<file path="src/rtl/systick_pkg.sv">
package systick_pkg;
  localparam int BUS_W  = 32;
  localparam int ADDR_W = 2;

  typedef enum logic [ADDR_W-1:0] {
    REG_CTRL   = 2'd0,
    REG_PERIOD = 2'd1,
    REG_NOW    = 2'd2,
    REG_CAL    = 2'd3
  } reg_sel_e;

  localparam int BIT_RUN  = 0;
  localparam int BIT_IE   = 1;
  localparam int BIT_FAST = 2;
  localparam int BIT_WRAP = 16;

  typedef struct packed {
    logic fast;
    logic ie;
    logic run;
  } ctrl_t;
endpackage

</file>
<file path="src/rtl/tick_prescaler.sv">
module tick_prescaler #(
  parameter int DIV_LOG2 = 3
) (
  input  logic clk,
  input  logic rst,
  output logic pulse_o
);
  localparam logic [DIV_LOG2-1:0] LAST = '1;

  logic [DIV_LOG2-1:0] cnt_q;

  always_ff @(posedge clk) begin
    if (rst) begin
      cnt_q   <= '0;
      pulse_o <= 1'b0;
    end else begin
      cnt_q   <= cnt_q + 1'b1;
      pulse_o <= (cnt_q == LAST - 1'b1);
    end
  end

  // divided enable is a single-cycle pulse, never two in a row
  a_r3_pulse_single: assert property (@(posedge clk) disable iff (rst)
    pulse_o |=> !pulse_o);
  // pulse coincides with counter wrapping back to zero
  a_r3_pulse_phase: assert property (@(posedge clk) disable iff (rst)
    pulse_o |-> (cnt_q == LAST));
endmodule

</file>
<file path="src/rtl/tick_counter.sv">
module tick_counter #(
  parameter int CNT_W = 24
) (
  input  logic             clk,
  input  logic             rst,
  input  logic             step_i,
  input  logic             clr_i,
  input  logic             ie_i,
  input  logic [CNT_W-1:0] reload_i,
  output logic [CNT_W-1:0] cur_o,
  output logic             wrap_o,
  output logic             irq_o
);
  localparam logic [CNT_W-1:0] ONE = {{(CNT_W-1){1'b0}}, 1'b1};

  always_ff @(posedge clk) begin
    if (rst) begin
      cur_o  <= '0;
      wrap_o <= 1'b0;
      irq_o  <= 1'b0;
    end else begin
      wrap_o <= 1'b0;
      irq_o  <= 1'b0;
      if (clr_i) begin
        cur_o <= '0;
      end else if (step_i) begin
        if (cur_o == '0) begin
          cur_o <= reload_i;
        end else begin
          cur_o <= cur_o - ONE;
          if (cur_o == ONE) begin
            wrap_o <= 1'b1;
            irq_o  <= ie_i;
          end
        end
      end
    end
  end

  // a step from a nonzero count lowers it by exactly one
  a_r2_decrement: assert property (@(posedge clk) disable iff (rst)
    (step_i && !clr_i && cur_o != '0) |=> (cur_o == $past(cur_o) - ONE));
  // no step and no clear leaves the count untouched
  a_r10_hold: assert property (@(posedge clk) disable iff (rst)
    (!step_i && !clr_i) |=> $stable(cur_o));
  // a clear leaves zero behind and raises no tick
  a_r6_clear: assert property (@(posedge clk) disable iff (rst)
    clr_i |=> (cur_o == '0 && !irq_o && !wrap_o));
  // interrupt only shows together with a zero count
  a_r5_irq_at_zero: assert property (@(posedge clk) disable iff (rst)
    irq_o |-> (cur_o == '0 && wrap_o));
  // interrupt lasts a single cycle
  a_r5_irq_single: assert property (@(posedge clk) disable iff (rst)
    irq_o |=> !irq_o);
endmodule

</file>
<file path="src/rtl/tick_regs.sv">
module tick_regs
  import systick_pkg::*;
#(
  parameter int CNT_W     = 24,
  parameter int CAL_TICKS = 9000
) (
  input  logic              clk,
  input  logic              rst,
  input  logic              sel_i,
  input  logic              wr_i,
  input  logic [ADDR_W-1:0] addr_i,
  input  logic [BUS_W-1:0]  wdata_i,
  input  logic [CNT_W-1:0]  cur_i,
  input  logic              wrap_i,
  output ctrl_t             ctrl_o,
  output logic [CNT_W-1:0]  reload_o,
  output logic              clr_o,
  output logic [BUS_W-1:0]  rdata_o
);
  localparam int PAD_W = BUS_W - CNT_W;
  localparam logic [BUS_W-1:0] CAL_WORD = BUS_W'(CAL_TICKS);

  logic wr_ctrl, wr_period, rd_req, rd_ctrl;
  logic flag_q;
  logic [BUS_W-1:0] rd_mux;

  assign wr_ctrl   = sel_i && wr_i && (addr_i == REG_CTRL);
  assign wr_period = sel_i && wr_i && (addr_i == REG_PERIOD);
  assign clr_o     = sel_i && wr_i && (addr_i == REG_NOW);
  assign rd_req    = sel_i && !wr_i;
  assign rd_ctrl   = rd_req && (addr_i == REG_CTRL);

  always_ff @(posedge clk) begin
    if (rst) begin
      ctrl_o   <= '0;
      reload_o <= '0;
    end else begin
      if (wr_ctrl) begin
        ctrl_o.run  <= wdata_i[BIT_RUN];
        ctrl_o.ie   <= wdata_i[BIT_IE];
        ctrl_o.fast <= wdata_i[BIT_FAST];
      end
      if (wr_period) reload_o <= wdata_i[CNT_W-1:0];
    end
  end

  always_ff @(posedge clk) begin
    if (rst)          flag_q <= 1'b0;
    else if (clr_o)   flag_q <= 1'b0;
    else if (wrap_i)  flag_q <= 1'b1;
    else if (rd_ctrl) flag_q <= 1'b0;
  end

  always_comb begin
    rd_mux = '0;
    unique case (addr_i)
      REG_CTRL: begin
        rd_mux[BIT_RUN]  = ctrl_o.run;
        rd_mux[BIT_IE]   = ctrl_o.ie;
        rd_mux[BIT_FAST] = ctrl_o.fast;
        rd_mux[BIT_WRAP] = flag_q;
      end
      REG_PERIOD: rd_mux = {{PAD_W{1'b0}}, reload_o};
      REG_NOW:    rd_mux = {{PAD_W{1'b0}}, cur_i};
      REG_CAL:    rd_mux = CAL_WORD;
      default:    rd_mux = '0;
    endcase
  end

  always_ff @(posedge clk) begin
    if (rst)         rdata_o <= '0;
    else if (rd_req) rdata_o <= rd_mux;
  end

  // calibration reads always return the fixed word
  a_r8_cal_read: assert property (@(posedge clk) disable iff (rst)
    (rd_req && addr_i == REG_CAL) |=> (rdata_o == CAL_WORD));
  // a control read with no competing set clears the flag
  a_r4_flag_clear: assert property (@(posedge clk) disable iff (rst)
    (rd_ctrl && !wrap_i) |=> !flag_q);
  // unused control bits read as zero
  a_r9_ctrl_unused: assert property (@(posedge clk) disable iff (rst)
    rd_ctrl |=> (rdata_o[BUS_W-1:BIT_WRAP+1] == '0 && rdata_o[BIT_WRAP-1:BIT_FAST+1] == '0));
endmodule

</file>
<file path="src/rtl/sys_tick_timer.sv">
module sys_tick_timer
  import systick_pkg::*;
#(
  parameter int CNT_W     = 24,
  parameter int DIV_LOG2  = 3,
  parameter int CAL_TICKS = 9000
) (
  input  logic              clk,
  input  logic              rst,
  input  logic              bus_sel,
  input  logic              bus_wr,
  input  logic [ADDR_W-1:0] bus_addr,
  input  logic [BUS_W-1:0]  bus_wdata,
  output logic [BUS_W-1:0]  bus_rdata,
  output logic              tick_irq
);
  ctrl_t            ctrl;
  logic [CNT_W-1:0] reload, cur;
  logic             clr, wrap, div_pulse, step;

  tick_regs #(.CNT_W(CNT_W), .CAL_TICKS(CAL_TICKS)) u_regs (
    .clk(clk), .rst(rst), .sel_i(bus_sel), .wr_i(bus_wr), .addr_i(bus_addr),
    .wdata_i(bus_wdata), .cur_i(cur), .wrap_i(wrap), .ctrl_o(ctrl),
    .reload_o(reload), .clr_o(clr), .rdata_o(bus_rdata)
  );

  tick_prescaler #(.DIV_LOG2(DIV_LOG2)) u_pre (
    .clk(clk), .rst(rst), .pulse_o(div_pulse)
  );

  assign step = ctrl.run && (ctrl.fast || div_pulse);

  tick_counter #(.CNT_W(CNT_W)) u_cnt (
    .clk(clk), .rst(rst), .step_i(step), .clr_i(clr), .ie_i(ctrl.ie),
    .reload_i(reload), .cur_o(cur), .wrap_o(wrap), .irq_o(tick_irq)
  );

  // no interrupt while the interrupt enable was clear at the step
  a_r5_irq_gated: assert property (@(posedge clk) disable iff (rst)
    tick_irq |-> $past(ctrl.ie));
  // a stopped timer never ticks
  a_r10_no_tick_stopped: assert property (@(posedge clk) disable iff (rst)
    !ctrl.run |=> !wrap);
endmodule

</file>
<file path="config.mk">
export PLATFORM = sky130hd
export DESIGN_NAME = sys_tick_timer
export DESIGN_NICKNAME = d
export VERILOG_FILES = /design/src/rtl/systick_pkg.sv /design/src/rtl/tick_prescaler.sv /design/src/rtl/tick_counter.sv /design/src/rtl/tick_regs.sv /design/src/rtl/sys_tick_timer.sv
export SDC_FILE = /design/constraint.sdc
export NUM_CORES = 1
export LEC_CHECK = 0
export BUFFER_PORTS_ARGS = -buffer_cell sky130_fd_sc_hd__buf_4
export CORE_MARGIN = 8
export CORE_UTILIZATION = 52
export CTS_CLUSTER_DIAMETER = 40
export DETAILED_ROUTE_END_ITERATION = 8
export PLACE_DENSITY_LB_ADDON = 0.1
export SLEW_MARGIN = 20
export SYNTH_ARGS = -nofsm -noshare
export SYNTH_HDL_FRONTEND = slang
export SYNTH_SLANG_ARGS = --single-unit
</file>
<file path="constraint.sdc">
create_clock -name clk -period 2.9 [get_ports clk]
set_input_delay 0.29 -clock clk [delete_from_list [all_inputs] [get_ports clk]]
set_output_delay 0.29 -clock clk [all_outputs]
set_load 0.01 [all_outputs]
</file>
==> results of run 1 <==
==> cell usage after synthesis, types with 2 or more instances <==
library cell	n	area share, %
sky130_fd_sc_hd__nor4_1	6	0.94
sky130_fd_sc_hd__nand3_1	19	2.4
sky130_fd_sc_hd__inv_1	10	0.94
sky130_fd_sc_hd__or4_1	10	1.9
sky130_fd_sc_hd__ha_1	9	2.8
sky130_fd_sc_hd__o22ai_1	5	0.79
sky130_fd_sc_hd__o21ai_0	13	1.6
sky130_fd_sc_hd__and3_1	3	0.47
sky130_fd_sc_hd__a21o_1	2	0.38
sky130_fd_sc_hd__mux2i_1	6	1.5
sky130_fd_sc_hd__nor2_1	41	3.9
sky130_fd_sc_hd__o21a_1	5	0.94
sky130_fd_sc_hd__a211oi_1	3	0.57
sky130_fd_sc_hd__nor3_1	15	1.9
sky130_fd_sc_hd__buf_2	6	0.75
sky130_fd_sc_hd__buf_4	9	1.7
sky130_fd_sc_hd__o21ai_1	2	0.25
sky130_fd_sc_hd__nand3b_1	2	0.38
sky130_fd_sc_hd__nand2b_1	2	0.31
sky130_fd_sc_hd__dfxtp_1	82	41
sky130_fd_sc_hd__nand4_1	2	0.31
sky130_fd_sc_hd__or3_1	4	0.63
sky130_fd_sc_hd__o2bb2ai_1	5	1.1
sky130_fd_sc_hd__and2_1	2	0.31
sky130_fd_sc_hd__a21oi_1	39	4.9
sky130_fd_sc_hd__a22oi_1	28	5.3
sky130_fd_sc_hd__clkbuf_1	33	3.1
sky130_fd_sc_hd__a31oi_1	9	1.4
sky130_fd_sc_hd__a221oi_1	3	0.66
sky130_fd_sc_hd__o31ai_1	2	0.38
sky130_fd_sc_hd__nand2_1	78	7.4
sky130_fd_sc_hd__a22o_1	15	3.3
sky130_fd_sc_hd__a2bb2oi_1	2	0.44
sky130_fd_sc_hd__nor2b_1	2	0.31
sky130_fd_sc_hd__a221o_1	5	1.3
==> worst register-to-register path: stages (launching register included) <==
cell and delay [ns]:
sky130_fd_sc_hd__dfxtp_1 0.39, sky130_fd_sc_hd__or4_1 0.67, sky130_fd_sc_hd__nor4_1 0.37, sky130_fd_sc_hd__and4_1 0.53
sky130_fd_sc_hd__o21ai_0 0.16, sky130_fd_sc_hd__a221oi_1 0.25
==> per-layer routing <==
metal,share of wire (%),global-route usage [%],routed length (µm),vias up
li1,-,-,-,1858
met1,45,25.1,4820,1778
met2,47,33.3,5020,141
met3,7.1,5.33,763,14
met4,1.4,6.93,146,0
met5,0,0,0,-
==> stage by stage <==
stage / cell area [µm²] / hold WS [ns] / power (mW)
final: 4640 / 0.162 / 2.15
after global routing: 4640 / 0.156 / 2.24
after CTS: 4640 / 0.148 / 2.17
after detailed placement: 4440 / 0.430 / 1.33
after global placement: 4440 / 0.428 / 1.33
after floorplan: 4010 / 0.413 / 1.27
==> power groups by stage <==
stage / registers, mW / clock network, mW / logic [mW]
final: 1.15 / 0.844 / 0.157
after detailed placement: 1.18 / 0 / 0.156
after floorplan: 1.17 / 0 / 0.0939
after CTS: 1.15 / 0.864 / 0.156
after global placement: 1.18 / 0 / 0.153
after global routing: 1.15 / 0.910 / 0.174
==> final cells by class <==
| class | count | share of cell area, % |
|---|---|---|
| multi-input combinational | 362 | 45.3 |
| tap | 102 | 2.75 |
| sequential | 82 | 35.3 |
| clock inverter | 7 | 1.64 |
| timing repair buffer | 71 | 11.5 |
| inverter | 10 | 0.808 |
| clock buffer | 9 | 2.67 |
==> logic make-up after synthesis <==
family	synth area share, %
compound gates	24.6
xor+xnor	0.220
fa+ha+maj	2.83
buf+inv	6.60
flops	41.2
mux	1.51
other cells	0.0942
simple gates	22.9
==> flip-flops by register name (all words and copies together) (netlist names) <==
name,count
u_cnt.cur_o,24
u_regs.rdata_o,24
u_regs.reload_o,24
u_pre.cnt_q,3
u_regs.ctrl_o,3
u_cnt.irq_o,1
u_cnt.wrap_o,1
u_pre.pulse_o,1
u_regs.flag_q,1
==> how the worst min path moves through the flow <==
| stage | start | slack (ns) | cells past startpoint | to |
|---|---|---|---|---|
| after floorplan | u_cnt.wrap_o$_SDFF_PP0_ | 0.41 | 2 | u_regs.flag_q$_SDFFE_PP0P_ |
| after global placement | u_pre.cnt_q[0]$_SDFF_PP0_ | 0.43 | 1 | u_pre.cnt_q[0]$_SDFF_PP0_ |
| after detailed placement | u_cnt.wrap_o$_SDFF_PP0_ | 0.43 | 2 | u_regs.flag_q$_SDFFE_PP0P_ |
| after CTS | bus_wdata[4] | 0.15 | 3 | u_regs.reload_o[4]$_SDFFE_PP0P_ |
| after global routing | bus_wdata[10] | 0.16 | 3 | u_regs.reload_o[10]$_SDFFE_PP0P_ |
| final | bus_wdata[13] | 0.16 | 3 | u_regs.reload_o[13]$_SDFFE_PP0P_ |
==> impl_summary.log, run 1 <==
[metrics] dpl cells: 627
[metrics] length of the first detailed-routing pass in iterations: 5
[metrics] startpoint of the most critical register-to-register path: u_cnt.cur_o[11]$_SDFFE_PP0P_
[metrics] relative slew slack: 45.2%
[metrics] peak ir drop on the vdd network: 217 µV
[metrics] setup TNS: 0 ns
[metrics] switching fraction of total power: 25.4%
[metrics] count of warnings emitted by yosys: 0
[metrics] number of buffers and inverters on the critical path: 0
[metrics] maximum number of pins on one net before global-route repair: 58
[metrics] result of the run: finished clean
[metrics] worst setup margin: 0.453 ns
[metrics] Pwr per Cell Area: 463 nW/µm²
[metrics] proportion of synthesized flip-flops having asynchronous set or reset: 0%
[metrics] kind of cell with the highest combined delay on the critical path: simple AND/OR/NAND/NOR gates
[metrics] Seq pwr share: 53.4%
[metrics] number of antenna violations at the first check in global routing: 0
[metrics] number of max-cap violations: 0
[metrics] Setup Crit Path Kind: register to register
[metrics] diode count: 0
[metrics] Worst Setup Slack post-DPL: 0.504 ns
[metrics] ratio of cells with drive above 1 in the final layout: 17.7%
[metrics] final std cells w/o fill: 643
[metrics] Critical Path Slowest Stage Cell: sky130_fd_sc_hd__or4_1
[metrics] via count of the first global-routing pass: 3626
[metrics] Post-Route WL: 10800 µm
[metrics] GPL Wtd Cong: 0.897
[metrics] full die area: 10700 µm²
[metrics] Comb power frac: 7.3%
[metrics] measured slew at the worst slew-check pin: 0.819 ns
[metrics] CP Capture Type: register
[metrics] Worst-Skew Late Latency: 0.37 ns
[metrics] number of enable flip-flop cells after synthesis: 0
[metrics] worst clock skew on the final layout: 0.0103 ns
[metrics] Iteration-0 DRC Markers: 265
[metrics] Setup violations, final: 0
[metrics] max-slew violation total from the final report: 0
[metrics] number of different library cells in the post-synthesis netlist: 52
[metrics] Max clock buf depth: 2
[metrics] final critical-path required period: 2.45 ns
[metrics] RSZ-0062 raised after global routing: no
[metrics] highest-count cells in the layout ignoring fill and taps: 82 x sky130_fd_sc_hd__dfxtp_1, 78 x sky130_fd_sc_hd__nand2_1, 71 x sky130_fd_sc_hd__buf_4
[metrics] worst endpoint required time: 3.18 ns
[metrics] kind of launch point of the worst setup path: register
[metrics] Avg Cell Area, Syn: 8.03 µm²
[metrics] clock share of power: 39.3%
[metrics] std cell rows: 32
[metrics] total vias in the final route: 3791
[metrics] clock sinks: 82
[metrics] final core occ: 61.4%
[metrics] FMAX: 409 MHz
[metrics] CP max FO: 9
[metrics] critical path depth: 5
[metrics] Critical R2R Capture: u_cnt.cur_o[10]$_SDFFE_PP0P_
[metrics] remaining design rule violation count: 0
[metrics] number of nets in the finished design: 583
[metrics] buffer type at the clock tree root: sky130_fd_sc_hd__clkbuf_8
[metrics] Routed WL per cell: 16.7 µm
[metrics] Critical Path Sink: u_cnt.cur_o[10]$_SDFFE_PP0P_
[metrics] final count of hold timing violations: 0
[metrics] Resized Gates After CTS: 0
[metrics] ys flop type: sky130_fd_sc_hd__dfxtp_1
[metrics] standard cell core area: 7570 µm²
[metrics] Net Sw Power: 0.545 mW
[metrics] Post-DRT Antenna Nets: 0
[metrics] internal power component: 1.60 mW
[metrics] H-tree depth: 3
[metrics] Storage cell area: 1640 µm²
[metrics] gr ovfl total: 0
[metrics] count of port buffers added during placement: 54
[metrics] clock tree from TritonCTS: built
[metrics] total clock buffers created by CTS: 9
[metrics] all-layer global routing usage: 20.3%
[metrics] Die Span Y: 104 µm
[metrics] post-synth design cell area: 3980 µm²
[metrics] type of the most critical hold path: input pin to register
[metrics] worst reg-to-reg setup slack: 0.45 ns
[metrics] via density per instance: 5.90
[metrics] global-route wire length before repair: 18000 µm
[metrics] clock transition time at the flip-flop clock pins of the worst setup and hold paths: 0.09 ns
[metrics] multi-input combinational cell area: 2100 µm²
[metrics] worst stage delay on the critical path: 0.67 ns
[metrics] cells along the critical path: or4_1 -> nor4_1 -> and4_1 -> o21ai_0 -> a221oi_1
[metrics] register area share after synthesis: 41.2%
[metrics] logic depth of the worst register-to-register path: 5
[metrics] instance count of the mapped netlist: 496
[metrics] detailed placement HPWL: 7520 µm
[metrics] post-synthesis sequential element count: 82
[metrics] Area growth syn-to-layout: 16.6%
[metrics] initial core utilization: 52.6%
[metrics] most common library cell in the layout ignoring fill and taps: sky130_fd_sc_hd__dfxtp_1
[metrics] beginning of the critical path: u_cnt.cur_o[11]$_SDFFE_PP0P_
[metrics] die boundary width: 104 µm
[metrics] crit path DAT: 2.73 ns
[metrics] Hold-fix buffers, CTS: 0
[metrics] post-CTS setup buffers: 0
[metrics] final clock period utilization by the worst path: 84.4%
[metrics] count of pins on the block boundary: 71
[metrics] static leakage power: 1.87 nW
[metrics] total of fill cells in the finished design: 702
No activity file was read; power rests on OpenSTA's default activity.
==> run 2, diff against run 1 <==
clock period = 2.4 ns   (was 2.9 ns; I/O delays follow)
==> run 2 against run 1 <==
Against the previous run: maximum frequency rose by 5.4%; sequential power grew 21%; clock skew is 0.0026 ns higher; critical endpoint is now u_cnt.cur_o[13]$_SDFFE_PP0P_; largest cell class unchanged; largest power group unchanged; highest routed layer unchanged.
==> impl_summary.log, run 2 (synthesis results as in run 1) <==
[metrics] final count of hold timing violations: 0 (unchanged)
[metrics] global-route wire length before repair: 18600 µm (was 18000 µm)
[metrics] highest-count cells in the layout ignoring fill and taps: 85 x sky130_fd_sc_hd__buf_4, 82 x sky130_fd_sc_hd__dfxtp_1, 78 x sky130_fd_sc_hd__nand2_1 (was 82 x sky130_fd_sc_hd__dfxtp_1, 78 x sky130_fd_sc_hd__nand2_1, 71 x sky130_fd_sc_hd__buf_4)
[metrics] post-CTS setup buffers: 0 (unchanged)
[metrics] worst endpoint required time: 2.67 ns (was 3.18 ns)
[metrics] Critical Path Slowest Stage Cell: sky130_fd_sc_hd__or4_1 (unchanged)
[metrics] Critical R2R Capture: u_cnt.cur_o[13]$_SDFFE_PP0P_ (was u_cnt.cur_o[10]$_SDFFE_PP0P_)
[metrics] Post-Route WL: 11200 µm (was 10800 µm)
[metrics] beginning of the critical path: u_cnt.cur_o[0]$_SDFFE_PP0P_ (was u_cnt.cur_o[11]$_SDFFE_PP0P_)
[metrics] number of max-cap violations: 0 (unchanged)
[metrics] length of the first detailed-routing pass in iterations: 5 (unchanged)
[metrics] static leakage power: 1.95 nW (was 1.87 nW)
[metrics] Area growth syn-to-layout: 19.9% (was 16.6%)
[metrics] count of pins on the block boundary: 71 (unchanged)
[metrics] maximum number of pins on one net before global-route repair: 56 (was 58)
[metrics] Max clock buf depth: 2 (unchanged)
[metrics] final clock period utilization by the worst path: 96.7% (was 84.4%)
[metrics] count of port buffers added during placement: 54 (unchanged)
[metrics] max-slew violation total from the final report: 0 (unchanged)
[metrics] all-layer global routing usage: 20.7% (was 20.3%)
[metrics] buffer type at the clock tree root: sky130_fd_sc_hd__clkbuf_8 (unchanged)
[metrics] relative slew slack: 35.1% (was 45.2%)
[metrics] measured slew at the worst slew-check pin: 0.970 ns (was 0.819 ns)
[metrics] Resized Gates After CTS: 0 (unchanged)
[metrics] result of the run: finished clean (unchanged)
[metrics] clock transition time at the flip-flop clock pins of the worst setup and hold paths: 0.09 ns (about the same)
[metrics] die boundary width: 104 µm (unchanged)
[metrics] logic depth of the worst register-to-register path: 6 (was 5)
[metrics] Setup Crit Path Kind: register to register (unchanged)
[metrics] number of nets in the finished design: 597 (was 583)
[metrics] total vias in the final route: 3853 (was 3791)
[metrics] Post-DRT Antenna Nets: 0 (unchanged)
[metrics] total clock buffers created by CTS: 9 (unchanged)
[metrics] std cell rows: 32 (unchanged)
[metrics] cells along the critical path: buf_4 -> or4_1 -> or3_1 -> nor3_1 -> o21ai_0 -> a221oi_1 (was or4_1 -> nor4_1 -> and4_1 -> o21ai_0 -> a221oi_1)
[metrics] via density per instance: 5.86 (was 5.90)
[metrics] gr ovfl total: 0 (unchanged)
[metrics] Die Span Y: 104 µm (unchanged)
[metrics] remaining design rule violation count: 0 (unchanged)
[metrics] final critical-path required period: 2.32 ns (was 2.45 ns)
[metrics] CP Capture Type: register (unchanged)
[metrics] startpoint of the most critical register-to-register path: u_cnt.cur_o[0]$_SDFFE_PP0P_ (was u_cnt.cur_o[11]$_SDFFE_PP0P_)
[metrics] number of buffers and inverters on the critical path: 1 (was 0)
[metrics] Hold-fix buffers, CTS: 0 (unchanged)
[metrics] CP max FO: 6 (was 9)
[metrics] peak ir drop on the vdd network: 317 µV (was 217 µV)
[metrics] kind of cell with the highest combined delay on the critical path: simple AND/OR/NAND/NOR gates (unchanged)
[metrics] final core occ: 63.1% (was 61.4%)
[metrics] worst stage delay on the critical path: 0.67 ns (about the same)
[metrics] RSZ-0062 raised after global routing: no (unchanged)
[metrics] crit path DAT: 2.59 ns (was 2.73 ns)
[metrics] Setup violations, final: 0 (unchanged)
[metrics] H-tree depth: 3 (unchanged)
[metrics] Critical Path Sink: u_cnt.cur_o[13]$_SDFFE_PP0P_ (was u_cnt.cur_o[10]$_SDFFE_PP0P_)
[metrics] GPL Wtd Cong: 0.914 (was 0.897)
[metrics] via count of the first global-routing pass: 3774 (was 3626)
[metrics] critical path depth: 6 (was 5)
[metrics] ratio of cells with drive above 1 in the final layout: 20.5% (was 17.7%)
[metrics] Routed WL per cell: 17.0 µm (was 16.7 µm)
[metrics] diode count: 0 (unchanged)
[metrics] clock tree from TritonCTS: built (unchanged)
[metrics] type of the most critical hold path: input pin to register (unchanged)
[metrics] initial core utilization: 52.6% (unchanged)
[metrics] clock sinks: 82 (unchanged)
[metrics] worst clock skew on the final layout: 0.0129 ns (was 0.0103 ns)
[metrics] standard cell core area: 7570 µm² (unchanged)
[metrics] Largest regs: u_cnt.cur_o: 24 flops, u_regs.rdata_o: 24 flops, u_regs.reload_o: 24 flops (unchanged)
[metrics] Pwr per Cell Area: 545 nW/µm² (was 463 nW/µm²)
[metrics] FMAX: 431 MHz (was 409 MHz)
[metrics] detailed placement HPWL: 7870 µm (was 7520 µm)
[metrics] Iteration-0 DRC Markers: 226 (was 265)
[metrics] worst reg-to-reg setup slack: 0.08 ns (was 0.45 ns)
[metrics] kind of launch point of the worst setup path: register (unchanged)
[metrics] most common library cell in the layout ignoring fill and taps: sky130_fd_sc_hd__buf_4 (was sky130_fd_sc_hd__dfxtp_1)
[metrics] number of antenna violations at the first check in global routing: 0 (unchanged)
[metrics] setup TNS: 0 ns (unchanged)
[metrics] Worst-Skew Late Latency: 0.36 ns (was 0.37 ns)
[metrics] full die area: 10700 µm² (unchanged)
## run 2: cell count changes in the layout (fill, tap and decap cells not counted), sizes merged
cell / change
inv: -3
clkinv: +4
buf: +14
clkinvlp: -2
clkbuf: +1
## run 2: area by class of cell
class                      count  area, µm²
multi-input combinational    362       2130
clock inverter                 6       66.3
sequential                    82       1640
timing repair buffer          85        638
inverter                      10       37.5
tap                          102        128
clock buffer                  10        138
fill                         692       2790
## run 2: worst min path at each step
| stage | startpoint | end | slack (ns) | cells past startpoint |
|---|---|---|---|---|
| finish | bus_wdata[7] | u_regs.reload_o[7]$_SDFFE_PP0P_ | 0.12 | 3 |
| global route | bus_wdata[18] | u_regs.reload_o[18]$_SDFFE_PP0P_ | 0.12 | 3 |
| CTS | bus_wdata[7] | u_regs.reload_o[7]$_SDFFE_PP0P_ | 0.11 | 3 |
| detailed placement | u_pre.cnt_q[0]$_SDFF_PP0_ | u_pre.cnt_q[0]$_SDFF_PP0_ | 0.44 | 1 |
| global placement | u_cnt.wrap_o$_SDFF_PP0_ | u_regs.flag_q$_SDFFE_PP0P_ | 0.42 | 2 |
| floorplan | bus_wdata[18] | u_regs.reload_o[18]$_SDFFE_PP0P_ | 0.38 | 2 |
## run 2: power breakdown
| group | switching [mW] | leakage (nW) | internal [mW] | total (mW) |
|---|---|---|---|---|
| Combinational | 0.115 | 1.18 | 0.0747 | 0.190 |
| Sequential | 0.0126 | 0.662 | 1.38 | 1.39 |
| Clock | 0.515 | 0.106 | 0.511 | 1.03 |
| Total | 0.643 | 1.95 | 1.96 | 2.60 |
## run 2: worst min-delay path, cell delays in order
cell                      delay (ns)
sky130_fd_sc_hd__buf_4          0.11
sky130_fd_sc_hd__nand2_1        0.04
sky130_fd_sc_hd__a21oi_1        0.05
## run 2: metrics by stage
stage	setup WS, ns	instance area (µm²)	hold WS, ns	power (mW)	cells
after global routing	0.0134	4780	0.123	2.70	657
after floorplan	0.220	4010	0.376	1.53	503
after CTS	0.0653	4750	0.113	2.62	657
after global placement	0.162	4550	0.422	1.61	641
final	0.0798	4780	0.119	2.60	657
after detailed placement	0.0953	4550	0.437	1.61	641
## run 2: metal layers
metal	routed length (µm)	vias up	part of all wire [%]	track usage, %
li1	-	1882	-	-
met1	5100	1826	46	26.6
met2	5240	128	47	34.0
met3	697	17	6.2	3.84
met4	153	0	1.4	7.03
met5	0	-	0	0
